--- config.mk ---
export PLATFORM = sky130hd
export DESIGN_NAME = impulse_resonator
export DESIGN_NICKNAME = d
export VERILOG_FILES = /design/src/rtl/osc_pkg.sv /design/src/rtl/osc_history.sv /design/src/rtl/osc_mac.sv /design/src/rtl/impulse_resonator.sv
export SDC_FILE = /design/constraint.sdc
export NUM_CORES = 1
export LEC_CHECK = 0
export BUFFER_PORTS_ARGS = -buffer_cell sky130_fd_sc_hd__buf_4
export CAP_MARGIN = 20
export CORE_ASPECT_RATIO = 0.75
export CORE_MARGIN = 10
export CORE_UTILIZATION = 45
export DETAILED_ROUTE_END_ITERATION = 10
export GPL_ROUTABILITY_DRIVEN = 0
export PLACE_DENSITY = 0.68
export SYNTH_ARGS = -nofsm -noshare
export SYNTH_HDL_FRONTEND = slang
export SYNTH_SLANG_ARGS = --single-unit
export TNS_END_PERCENT = 5
--- constraint.sdc ---
create_clock -name clk -period 11.45 [get_ports clk]
set_clock_uncertainty 0.15 [all_clocks]
set_input_delay 2.29 -clock clk [delete_from_list [all_inputs] [get_ports clk]]
set_output_delay 2.29 -clock clk [all_outputs]
set_load 0.005 [all_outputs]
--- src/rtl/osc_pkg.sv ---
package osc_pkg;

   // How the wide sum is reduced back to sample precision
   typedef enum logic {
      RND_TRUNC   = 1'b0,
      RND_NEAREST = 1'b1
   } rnd_mode_e;

endpackage

--- src/rtl/osc_history.sv ---
module osc_history #(
   parameter int DATA_W = 16
) (
   input  logic                     clk,
   input  logic                     rst_n,
   input  logic                     clear,
   input  logic                     advance,
   input  logic signed [DATA_W-1:0] y_new,
   output logic signed [DATA_W-1:0] y1,
   output logic signed [DATA_W-1:0] y2,
   output logic signed [DATA_W-1:0] x1,
   output logic                     pending
);
   localparam logic signed [DATA_W-1:0] IMPULSE = {1'b0, {(DATA_W-1){1'b1}}};

   generate
      if (DATA_W < 4) begin : g_bad_width
         $error("osc_history: DATA_W must be at least 4");
      end
   endgenerate

   always_ff @(posedge clk or negedge rst_n) begin
      if (!rst_n) begin
         y1      <= '0;
         y2      <= '0;
         x1      <= '0;
         pending <= 1'b0;
      end else if (clear) begin
         y1      <= '0;
         y2      <= '0;
         x1      <= '0;
         pending <= 1'b1;
      end else if (advance) begin
         y2      <= y1;
         y1      <= y_new;
         x1      <= pending ? IMPULSE : '0;
         pending <= 1'b0;
      end
   end

   // The impulse term may be used by one step only
   AST_IMPULSE_SINGLE: assert property (@(posedge clk) disable iff (!rst_n)
      (advance && !clear && x1 != '0) |=> (x1 == '0));

endmodule

--- src/rtl/osc_mac.sv ---
module osc_mac #(
   parameter int                  DATA_W = 16,
   parameter int                  A_FRAC = 14,
   parameter osc_pkg::rnd_mode_e  RND    = osc_pkg::RND_NEAREST
) (
   input  logic signed [DATA_W-1:0] coef_a,
   input  logic signed [DATA_W-1:0] coef_b,
   input  logic signed [DATA_W-1:0] y1,
   input  logic signed [DATA_W-1:0] y2,
   input  logic signed [DATA_W-1:0] x1,
   output logic signed [DATA_W-1:0] y_next
);
   localparam int FRAC    = DATA_W - 1;
   localparam int A_SHIFT = FRAC - A_FRAC;
   localparam int PROD_W  = 2 * DATA_W;
   localparam int ACC_W   = PROD_W + A_SHIFT + 2;

   localparam logic signed [ACC_W-1:0] SAT_HI =
      $signed({{(ACC_W-DATA_W+1){1'b0}}, {(DATA_W-1){1'b1}}});
   localparam logic signed [ACC_W-1:0] SAT_LO = -SAT_HI - 1;
   localparam logic signed [ACC_W-1:0] HALF   =
      $signed({{(ACC_W-1){1'b0}}, 1'b1}) <<< (FRAC - 1);

   generate
      if (A_FRAC > FRAC || A_FRAC < FRAC - 2) begin : g_bad_frac
         $error("osc_mac: A_FRAC must lie between DATA_W-3 and DATA_W-1");
      end
   endgenerate

   logic signed [PROD_W-1:0] prod_a;
   logic signed [PROD_W-1:0] prod_b;
   logic signed [ACC_W-1:0]  term_a;
   logic signed [ACC_W-1:0]  term_b;
   logic signed [ACC_W-1:0]  term_y2;
   logic signed [ACC_W-1:0]  sum;
   logic signed [ACC_W-1:0]  reduced;

   // Two multiplies, everything aligned to 2^-(2*FRAC)
   always_comb begin
      prod_a  = coef_a * y1;
      prod_b  = coef_b * x1;
      term_a  = ACC_W'(prod_a) <<< A_SHIFT;
      term_b  = ACC_W'(prod_b);
      term_y2 = ACC_W'(y2) <<< FRAC;
      sum     = term_a + term_b - term_y2;
   end

   generate
      if (RND == osc_pkg::RND_NEAREST) begin : g_round
         always_comb reduced = (sum + HALF) >>> FRAC;
      end else begin : g_trunc
         always_comb reduced = sum >>> FRAC;
      end
   endgenerate

   always_comb begin
      if (reduced > SAT_HI)      y_next = SAT_HI[DATA_W-1:0];
      else if (reduced < SAT_LO) y_next = SAT_LO[DATA_W-1:0];
      else                       y_next = reduced[DATA_W-1:0];
   end

endmodule

--- src/rtl/impulse_resonator.sv ---
module impulse_resonator #(
   parameter int                  DATA_W = 16,
   parameter int                  A_FRAC = 14,
   parameter osc_pkg::rnd_mode_e  RND    = osc_pkg::RND_NEAREST
) (
   input  logic                     clk,
   input  logic                     rst_n,
   input  logic                     start,
   input  logic                     sample_en,
   input  logic signed [DATA_W-1:0] coef_a,
   input  logic signed [DATA_W-1:0] coef_b,
   output logic signed [DATA_W-1:0] sample_out,
   output logic                     sample_valid
);
   logic                     step;
   logic signed [DATA_W-1:0] h_y1;
   logic signed [DATA_W-1:0] h_y2;
   logic signed [DATA_W-1:0] h_x1;
   logic                     h_pending;
   logic signed [DATA_W-1:0] y_next;

   // A start in the same cycle wins over the strobe
   assign step = sample_en && !start;

   osc_history #(.DATA_W(DATA_W)) u_hist (
      .clk     (clk),
      .rst_n   (rst_n),
      .clear   (start),
      .advance (step),
      .y_new   (y_next),
      .y1      (h_y1),
      .y2      (h_y2),
      .x1      (h_x1),
      .pending (h_pending)
   );

   osc_mac #(.DATA_W(DATA_W), .A_FRAC(A_FRAC), .RND(RND)) u_mac (
      .coef_a (coef_a),
      .coef_b (coef_b),
      .y1     (h_y1),
      .y2     (h_y2),
      .x1     (h_x1),
      .y_next (y_next)
   );

   always_ff @(posedge clk or negedge rst_n) begin
      if (!rst_n) begin
         sample_out   <= '0;
         sample_valid <= 1'b0;
      end else begin
         sample_valid <= step;
         if (step) sample_out <= y_next;
      end
   end

   AST_FIRST_ZERO: assert property (@(posedge clk) disable iff (!rst_n)
      (step && h_pending) |-> (y_next == '0));

   AST_OUT_MATCHES_STATE: assert property (@(posedge clk) disable iff (!rst_n)
      sample_valid |-> (sample_out == h_y1));

   AST_HOLD_BETWEEN: assert property (@(posedge clk) disable iff (!rst_n)
      !step |=> $stable(sample_out));

   AST_START_SUPPRESSES: assert property (@(posedge clk) disable iff (!rst_n)
      start |=> (!sample_valid && h_y1 == '0 && h_y2 == '0));

endmodule

==> Word level (Yosys, flattened, before mapping) <==
Index checks and enable logic that the tools add are counted.
{ "totals": {"ff_bits": 66, "output_inout_bits": 17, "word_cells": 27} }
{ "op_classes": {"multipliers": 2, "n_lt_le_gt_ge": 2, "n_reduce_logical": 3, "n_addsub": 3, "muxes": 11} }
{ "op_table": {"columns": ["operator", "n"], "rows": [
  ["$mux 16", 8],
  ["$mul 16x16->32", 2],
  ["$add 35x16->35 const B", 1],
  ["$sub 34x31->35", 1],
  ["$add 33x32->34", 1],
  ["$gt 20x16->1 const B", 1],
  ["$lt 20x16->1 const B", 1],
  ["$mux 15", 1],
  ["$mux 1", 2],
  ["$reduce_bool 2->1", 1],
  ["$logic_and 1x1->1", 1],
  ["$logic_not 1->1", 1]
]} }

==> Logic depth before layout (Yosys ltp) <==
Gate-level depths: netlist (run 1).
{ "logic_depth": {"ltp_word": 9, "mapped_depth": 44} }

==> Modules after synthesis <==
A second synthesis (run 1) with hierarchy kept.
{ "unflattened": {"hier_cells": 2460, "area_unflattened_um2": 23695.2} }
{ "modules_own_cells": {"columns": ["mod", "cells_per_inst", "area_each_um2", "instances"], "rows": [
  ["osc_mac", 2298, 21478.1, 1],
  ["osc_history", 126, 1532.7, 1],
  ["impulse_resonator", 36, 684.4, 1]
]} }

==> Worst setup path before layout (run 1) <==
No wires, ideal clock.
{ "synth_path": {"path_kind": "in2reg", "from": "in coef_a[7]", "to": "reg sample_out[0]", "t_required_ps": 11166, "cell_stages": 37, "slack_ps": -702, "arrival_time_ps": 11868, "cell_sequence": "clkbuf_1 nand2_1 fa_1 fa_1 inv_1 ha_1 fa_1 fa_1 inv_1 fa_1 inv_1 ha_1 and2_1 o31a_1 a21oi_1 o21bai_1 xor2_1 fa_1 inv_1 fa_1 fa_1 inv_1 fa_1 inv_1 fa_1 fa_1 inv_1 ha_1 a21o_1 a311oi_1 a21boi_1 o21ai_2 a221oi_2 mux2_2 o211ai_1 buf_2 o211ai_1"} }
{ "synth_between": {"elab_chain_cells": 7, "elab_cells_between_ends": 8, "cone_classes": "add/sub (3); mul (1); order compare (2); mux (2)"} }
{ "synth_lines": {"columns": ["item", "line", "source"], "rows": [
  ["from (decl)", "impulse_resonator.sv:10", "input logic signed [DATA_W-1:0] coef_a,"],
  ["$mul 16x16->32 (*)", "osc_mac.sv:40", "prod_a = coef_a * y1;"],
  ["$add 33x32->34 (*)", "osc_mac.sv:45", "sum = term_a + term_b - term_y2;"],
  ["$sub 34x31->35 (*)", "osc_mac.sv:45", null],
  ["$add 35x16->35 (*)", "osc_mac.sv:50", "always_comb reduced = (sum + HALF) >>> FRAC;"],
  ["$lt 20x16->1", "osc_mac.sv:58", "else if (reduced < SAT_LO) y_next = SAT_LO[DATA_W-1:0];"],
  ["$mux 16", "osc_mac.sv:58", null],
  ["$mux 16 (*)", "osc_mac.sv:57", "if (reduced > SAT_HI) y_next = SAT_HI[DATA_W-1:0];"],
  ["to (signal assigned)", "impulse_resonator.sv:52", "if (step) sample_out <= y_next;"],
  ["to (decl)", "impulse_resonator.sv:12", "output logic signed [DATA_W-1:0] sample_out,"]
]} }
Every way passes the cells marked *; elsewhere a longest branch is shown, timed or not.
A chain may end at the register's enable or synchronous reset.

==> Final worst setup path (run 1) <==
{ "layout_path": {"from": "in coef_a[2]", "to": "reg u_hist.y1[13]"} }
{ "layout_between": {"elab_chain_cells": 9, "elab_cells_between_ends": 10, "cone_classes": "add/sub (3); mul (1); order compare (2); mux (4)"} }
{ "layout_lines": {"columns": ["item", "line", "source"], "rows": [
  ["$mul 16x16->32 (*)", "osc_mac.sv:40", null],
  ["$add 33x32->34 (*)", "osc_mac.sv:45", null],
  ["$sub 34x31->35 (*)", "osc_mac.sv:45", null],
  ["$add 35x16->35 (*)", "osc_mac.sv:50", null],
  ["$lt 20x16->1", "osc_mac.sv:58", null],
  ["$mux 16", "osc_mac.sv:58", null],
  ["$mux 16 (*)", "osc_mac.sv:57", null],
  ["$mux 16 (*)", "osc_history.sv:33", "end else if (advance) begin"],
  ["$mux 16 (*)", "osc_history.sv:28", "end else if (clear) begin"],
  ["to (signal assigned)", "osc_history.sv:35", "y1 <= y_new;"],
  ["to (decl)", "osc_history.sv:9", "output logic signed [DATA_W-1:0] y1,"]
]} }
Every way passes the cells marked *; elsewhere a longest branch is shown, timed or not. The select of a mux whose other input is x is not followed.

==> run_results.csv, run 1 <==
group,metric,value,unit
placed_design,port-buffer-count,52,
yosys,synth_flop_cell,"sky130_fd_sc_hd__dfrtp_1",
timing,worst_slack,-499,ps
critical_path,r2r-end,"u_hist.y1[13]",
yosys,synth-compound-area-share,6.83,%
yosys,synth_commonest_cells,"sky130_fd_sc_hd__inv_1 (553), sky130_fd_sc_hd__fa_1 (463), sky130_fd_sc_hd__ha_1 (198)",
layout,final-instance-count-excl-fill,2893,
yosys,yosys.cell_count.top_type,"sky130_fd_sc_hd__inv_1",
detailed_routing,route.antenna.remaining_nets,0,
yosys,main_combinational_cell_family_by_area_after_synthesis,"adder cells",
yosys,synth_top_cell_area_share,46.7,%
detailed_routing,drt_pass1_iterations,5,
critical_path,cpPeakStageDelay,590,ps
yosys,yosysWarnings,0,
layout,areaGrowthSynthToFinish,16.9,%
clock_network,clockRootBuffer,"sky130_fd_sc_hd__clkbuf_16",
die,placementRows,66,
timing,worst_slew_slack_as_a_fraction_of_its_limit,28.9,%
yosys,synth_fa_ha_area_share,59.1,%
timing,timing.fmax,83.7,MHz
critical_path,path_delay_family,"adder cells",
clock_network,cts_max_path_buffers,2,
flow_run,maxCapViolations,0,
die,floorplan.die.height,202,microns
die,dieArea,0.0530,sq mm
critical_path,crit_path_frequent_cell,"sky130_fd_sc_hd__fa_1",
clock_network,clk_latency,310,ps
grt,grt_antenna_before_repair,1,
detailed_routing,via_count,14900,
placed_design,place_inst,2876,
critical_path,worst-setup-path-type,"in2reg",
die,effective_utilization_at_floorplan,45.7,%
layout,fin_nets,3010,
run_status,run_status,"finished, violations left",
critical_path,worst_setup_path_end_kind,"flip-flop",
yosys,post_synth_main_area_contributors,"sky130_fd_sc_hd__fa_1 (47%), sky130_fd_sc_hd__ha_1 (12%), sky130_fd_sc_hd__inv_1 (10%)",
timing,setup_repair_after_global_routing_missed_its_margin,"true",
timing,setup-tns-final,-12850,ps
yosys,ys_seq_elements,51,
critical_path,timing.reg2reg.setup_slack,500,ps
grt,grt_max_degree,52,
worst_hold_path,hold_class,"reg2reg",
die,pin_count,53,
yosys,postSynthAreaPerCell,9.53,sq um
critical_path,worst-path-max-fanout,8,
placed_design,dp.final_hpwl,46200,microns
die,core_region_area,0.0435,sq mm
yosys,sequential_share_of_the_synthesized_area,6.42,%
yosys,post_synth_net_total,2782,
detailed_routing,drt_iter0_markers,1084,
worst_hold_path,holdPathEnd,"u_hist.pending",
yosys,synth-edff-count,0,
critical_path,r2r_cells,38,
run_status,violations_in_the_final_reports,"negative setup slack",
critical_path,setup.worst_path.start_class,"input port",
clock_network,cts_buffers,5,
clock_network,clk_pin_slew,80,ps
yosys,synthDominantAreaCellType,"sky130_fd_sc_hd__fa_1",
timing,whs,340,ps
yosys,syn_area,0.0199,sq mm
critical_path,cp.buffers_inverters,10,
yosys,simple_logic_cell_fraction_of_the_synthesized_area,11.2,%
critical_path,critPathArrivalTime,12000,ps
yosys,post_synth_inst_count,2085,
grt,grtUsageTotal,21.0,%
detailed_routing,avgRoutedWirePerCell,18.5,microns
grt,grt_first_pass_wirelength,89900,microns
grt,vias_in_the_first_global_route,17000,
detailed_routing,route.detailed.drc,0,
critical_path,cp_data_required_time,11500,ps
grt,globalRouteOverflowTotal,0,
clock_network,htreeDepth,2,
clock_network,tritoncts_clock_tree,"yes",
timing,setup_violations,32,
timing,timing_worst_slew_pin_value,1070,ps
clock_network,cts.sinks,51,
timing,finalWorstPathRequiredPeriod,11950,ps
timing,hold_viol,0,
critical_path,critical_path.reg2reg.startpoint,"u_hist.y1[3]",
worst_hold_path,hp-start,"u_hist.pending",
layout,drive_gt1_share,17.0,%
die,die_span_x,263,microns
critical_path,slowest_stage,"sky130_fd_sc_hd__fa_1",
detailed_routing,wl,53400,microns
timing,report.final.slew_viol_count,0,
yosys,synth-xor-area-share,3.53,%
yosys,synth-async-reset-ratio,100,%
yosys,synth.distinct_cells,57,
timing,finalCritPeriodShare,104,%
detailed_routing,vias_per_cell,5.15,
worst_hold_path,whs_path_depth,1,
yosys,portion_of_netlist_area_occupied_by_mux_cells,1.17,%
[cell usage in the layout, fill, tap and decap left out, types with 6 or more instances in the layout]
| master | instances |
|---|---|
| sky130_fd_sc_hd__and2_1 | 124 |
| sky130_fd_sc_hd__inv_1 | 544 |
| sky130_fd_sc_hd__dfrtp_1 | 51 |
| sky130_fd_sc_hd__o21ai_0 | 15 |
| sky130_fd_sc_hd__a21o_1 | 21 |
| sky130_fd_sc_hd__ha_1 | 176 |
| sky130_fd_sc_hd__inv_2 | 9 |
| sky130_fd_sc_hd__nor2b_1 | 7 |
| sky130_fd_sc_hd__and3_1 | 7 |
| sky130_fd_sc_hd__nor2_1 | 58 |
| sky130_fd_sc_hd__nand3_1 | 13 |
| sky130_fd_sc_hd__and2_4 | 10 |
| sky130_fd_sc_hd__a21oi_2 | 10 |
| sky130_fd_sc_hd__mux2i_1 | 21 |
| sky130_fd_sc_hd__ha_4 | 18 |
| sky130_fd_sc_hd__o211ai_1 | 41 |
| sky130_fd_sc_hd__a21oi_1 | 40 |
| sky130_fd_sc_hd__a31oi_1 | 6 |
| sky130_fd_sc_hd__o21bai_1 | 10 |
| sky130_fd_sc_hd__nand2_1 | 178 |
| sky130_fd_sc_hd__fa_1 | 453 |
| sky130_fd_sc_hd__a211oi_1 | 6 |
| sky130_fd_sc_hd__fa_2 | 10 |
| sky130_fd_sc_hd__nand4_1 | 7 |
| sky130_fd_sc_hd__nor3_1 | 16 |
| sky130_fd_sc_hd__nand2b_1 | 12 |
| sky130_fd_sc_hd__xnor2_1 | 53 |
| sky130_fd_sc_hd__xor2_1 | 21 |
| sky130_fd_sc_hd__o21a_1 | 6 |
| sky130_fd_sc_hd__buf_6 | 15 |
| sky130_fd_sc_hd__buf_4 | 270 |
[worst reg2reg max path, delay by kind of cell (launching register included)]
family / cells / cell delay (ps)
AO/OA/AOI/OAI: 11 / 2080
XOR/XNOR: 2 / 330
adder cells (fa/ha/maj): 14 / 6000
buffers and inverters: 8 / 710
flip-flops: 1 / 1050
AND/OR/NAND/NOR: 3 / 530
[per-stage QoR]
stage                     instance area (sq um)  setup slack, ps  utilization (%)
final                                     23200             -499             53.4
after detailed placement                  22500             -897             51.8
after CTS                                 22900             -397             52.7
after global routing                      23200             -797             53.4
after global placement                    22500             -831             51.8
after floorplan                           20000             -236                -
[area by class of cell]
class	instances	area (sq um)
clock inverters	3	23.8
clock buffers	5	125
flip-flops and latches	51	1280
inverters	553	2080
repair buffers	287	2220
diodes	1	2.50
multi-input cells	1415	16800
well taps	578	723
fillers	3768	20300
[repair_timing]
action,in CTS,in global routing
setup endpoints to repair,32,32
gates resized for setup,51,52
cloned,2,2
setup buffers,1,4
pin swaps,44,44
hold buffers,0,0
[kinds of logic (layout without fill, tap and decap cells)]
logic type                 after synthesis  after routing
xor gates and xnor gates                80             80
and+or+nand+nor                        454            454
muxes                                   23             23
other                                    0              1
DFF                                     51             51
buffers and inverters                  619            848
AOI/OAI and AO/OA                      197            197
adders and majority gates              661            661
[flip-flops by register name, indices dropped and copies added (netlist names)]
register	cells
sample_out	16
sample_valid	1
u_hist.pending	1
u_hist.x1	1
u_hist.y1	16
u_hist.y2	16
[worst max-delay path by stage]
stage / from / end / slack, ps / depth (start not counted)
final: coef_a[2] / u_hist.y1[13] / -500 / 40
after global routing: coef_a[2] / u_hist.y1[13] / -800 / 39
after CTS: coef_a[7] / u_hist.y1[2] / -400 / 37
after detailed placement: coef_a[7] / u_hist.y1[2] / -900 / 37
after global placement: coef_a[7] / u_hist.y1[4] / -830 / 37
after floorplan: coef_a[3] / sample_out[0] / -240 / 38
[metal layers]
metal  global-route usage, %  part of all wire, %
met5                       0                    0
met4                    3.67                  1.9
met3                    5.94                   10
met2                    33.1                   45
met1                    28.6                   43
Power of run 1 is not shown: default switching activity piles up to over one toggle a cycle in this logic, so the estimate is an artifact.
==> run 2, diff against run 1 <==
--- a/config.mk
+++ b/config.mk
@@ -5,6 +5,7 @@
 export SDC_FILE = /design/constraint.sdc
 export NUM_CORES = 1
 export LEC_CHECK = 0
+export ABC_CLOCK_PERIOD_IN_PS = 15500
 export BUFFER_PORTS_ARGS = -buffer_cell sky130_fd_sc_hd__buf_4
 export CAP_MARGIN = 20
 export CORE_ASPECT_RATIO = 0.75
==> constraint.sdc (replaced) <==
create_clock -name clk -period 15.5 [get_ports clk]
set_clock_uncertainty 0.15 [all_clocks]
set_input_delay 3.1 -clock clk [delete_from_list [all_inputs] [get_ports clk]]
set_output_delay 3.1 -clock clk [all_outputs]
set_load 0.005 [all_outputs]
==> run_results.csv, run 2 (synthesis gave the netlist of run 1 again) <==
group,metric,value,unit
run_status,run_status,"complete, no violations",
timing,hold_viol,0,
worst_hold_path,whs_path_depth,1,
timing,setup_repair_after_global_routing_missed_its_margin,"false",
worst_hold_path,hold_class,"reg2reg",
critical_path,worst_setup_path_end_kind,"flip-flop",
timing,worst_slew_slack_as_a_fraction_of_its_limit,28.0,%
clock_network,cts_buffers,5,
placed_design,dp.final_hpwl,42600,microns
layout,top_regs,"sample_out x16, u_hist.y1 x16, u_hist.y2 x16",
clock_network,clk_pin_slew,90,ps
layout,layout_common_cells,"sky130_fd_sc_hd__inv_1 (553), sky130_fd_sc_hd__fa_1 (463), sky130_fd_sc_hd__ha_1 (198)",
critical_path,worst-path-max-fanout,18,
die,core_region_area,0.0435,sq mm
detailed_routing,drt_pass1_iterations,7,
layout,multi_input_comb_area,0.0163,sq mm
clock_network,htreeDepth,2,
critical_path,worst-setup-path-type,"in2reg",
worst_hold_path,hp-start,"u_hist.pending",
layout,diodes,0,
critical_path,crit_path_frequent_cell,"sky130_fd_sc_hd__fa_1",
critical_path,slowest_stage,"sky130_fd_sc_hd__fa_1",
die,placementRows,66,
critical_path,critPathArrivalTime,13690,ps
critical_path,r2r-end,"sample_out[4]",
placed_design,port-buffer-count,52,
clock_network,postCtsSetupRepairBufs,0,
layout,nFillCells,4030,
timing,setup_violations,0,
detailed_routing,vias_per_cell,5.19,
grt,grtUsageTotal,19.6,%
grt,vias_in_the_first_global_route,15400,
layout,fin_nets,2790,
grt,grt_max_degree,52,
grt,grt_antenna_before_repair,0,
critical_path,r2r_cells,35,
clock_network,clk_latency,310,ps
clock_network,cts_repair_resize_count,0,
critical_path,cpPeakStageDelay,600,ps
timing,setup-tns-final,0,ps
clock_network,hold_buffers,0,
detailed_routing,wl,49800,microns
layout,ff_latch_area,0.00128,sq mm
layout,areaGrowthSynthToFinish,5.66,%
timing,report.final.slew_viol_count,0,
detailed_routing,route.detailed.drc,0,
detailed_routing,drt_iter0_markers,910,
timing,finalWorstPathRequiredPeriod,13680,ps
layout,layout_commonest_cell,"sky130_fd_sc_hd__inv_1",
timing,timing.fmax,73.1,MHz
clock_network,cts.sinks,51,
grt,grt_first_pass_wirelength,84600,microns
layout,drive_gt1_share,4.11,%
detailed_routing,route.antenna.remaining_nets,0,
critical_path,timing.reg2reg.setup_slack,3690,ps
clock_network,tritoncts_clock_tree,"yes",
detailed_routing,via_count,13900,
clock_network,cts_max_path_buffers,2,
timing,finalCritPeriodShare,88.3,%
flow_run,maxCapViolations,0,
worst_hold_path,holdPathEnd,"u_hist.pending",
die,dieArea,0.0530,sq mm
die,floorplan.die.height,202,microns
die,pin_count,53,
critical_path,worst_setup_path_startpoint,"coef_a[8]",
critical_path,cp_data_required_time,15510,ps
critical_path,critical_path.reg2reg.startpoint,"u_hist.y1[8]",
clock_network,clockRootBuffer,"sky130_fd_sc_hd__clkbuf_16",
grt,globalRouteOverflowTotal,0,
timing,timing_worst_slew_pin_value,1080,ps
die,effective_utilization_at_floorplan,45.7,%
die,die_span_x,263,microns
detailed_routing,avgRoutedWirePerCell,18.6,microns
critical_path,setup.worst_path.start_class,"input port",
[run 2: cell count changes in the layout (fill, tap and decap cells not counted), sizes merged]
cell / before / now
buf: 287 / 67
diode: 1 / 0
[run 2: worst max-delay path, delay by kind of cell]
| family | cells | cell delay (ps) |
|---|---|---|
| xor gates and xnor gates | 2 | 400 |
| AOI/OAI and AO/OA | 9 | 2570 |
| and+or+nand+nor | 6 | 1220 |
| buffers and inverters | 5 | 720 |
| adders and majority gates | 12 | 5650 |
[run 2: stage by stage]
step | area (sq um) | util (%) | std cells | setup WS, ps | hold WS [ps]
after global placement | 20800 | 47.9 | 2664 | 1750 | 313
after global routing | 21000 | 48.2 | 2672 | 1270 | 384
after detailed placement | 20800 | 47.9 | 2664 | 1630 | 335
after CTS | 21000 | 48.2 | 2672 | 1850 | 356
final | 21000 | 48.2 | 2672 | 1820 | 348
after floorplan | 19900 | - | 2085 | 2540 | 303
[run 2: metal layers]
layer  track usage, %  vias to the layer above  routed length (microns)
met5                0                        -                        0
met4             1.44                        0                      195
met3             4.78                       29                     4170
met2             29.6                      400                    21500
met1             29.1                     7160                    24000
li1                 -                     6270                        -
[run 2: worst max-delay path by stage]
stage	endpoint	slack, ps
after detailed placement	sample_out[10]	1630
after CTS	sample_out[10]	1850
after global routing	sample_out[3]	1270
after global placement	sample_out[14]	1750
final	sample_out[4]	1820
after floorplan	sample_out[0]	2540
[run 2: final cells by class]
cell class              count  area share [%]
multi-input cells        1415            77.5
inverters                 553            9.89
flip-flops and latches     51            6.08
well taps                 578            3.45
repair buffers             67            2.40
clock buffers               5           0.596
clock inverters             3           0.131
Power of run 2 is left out for the same reason.
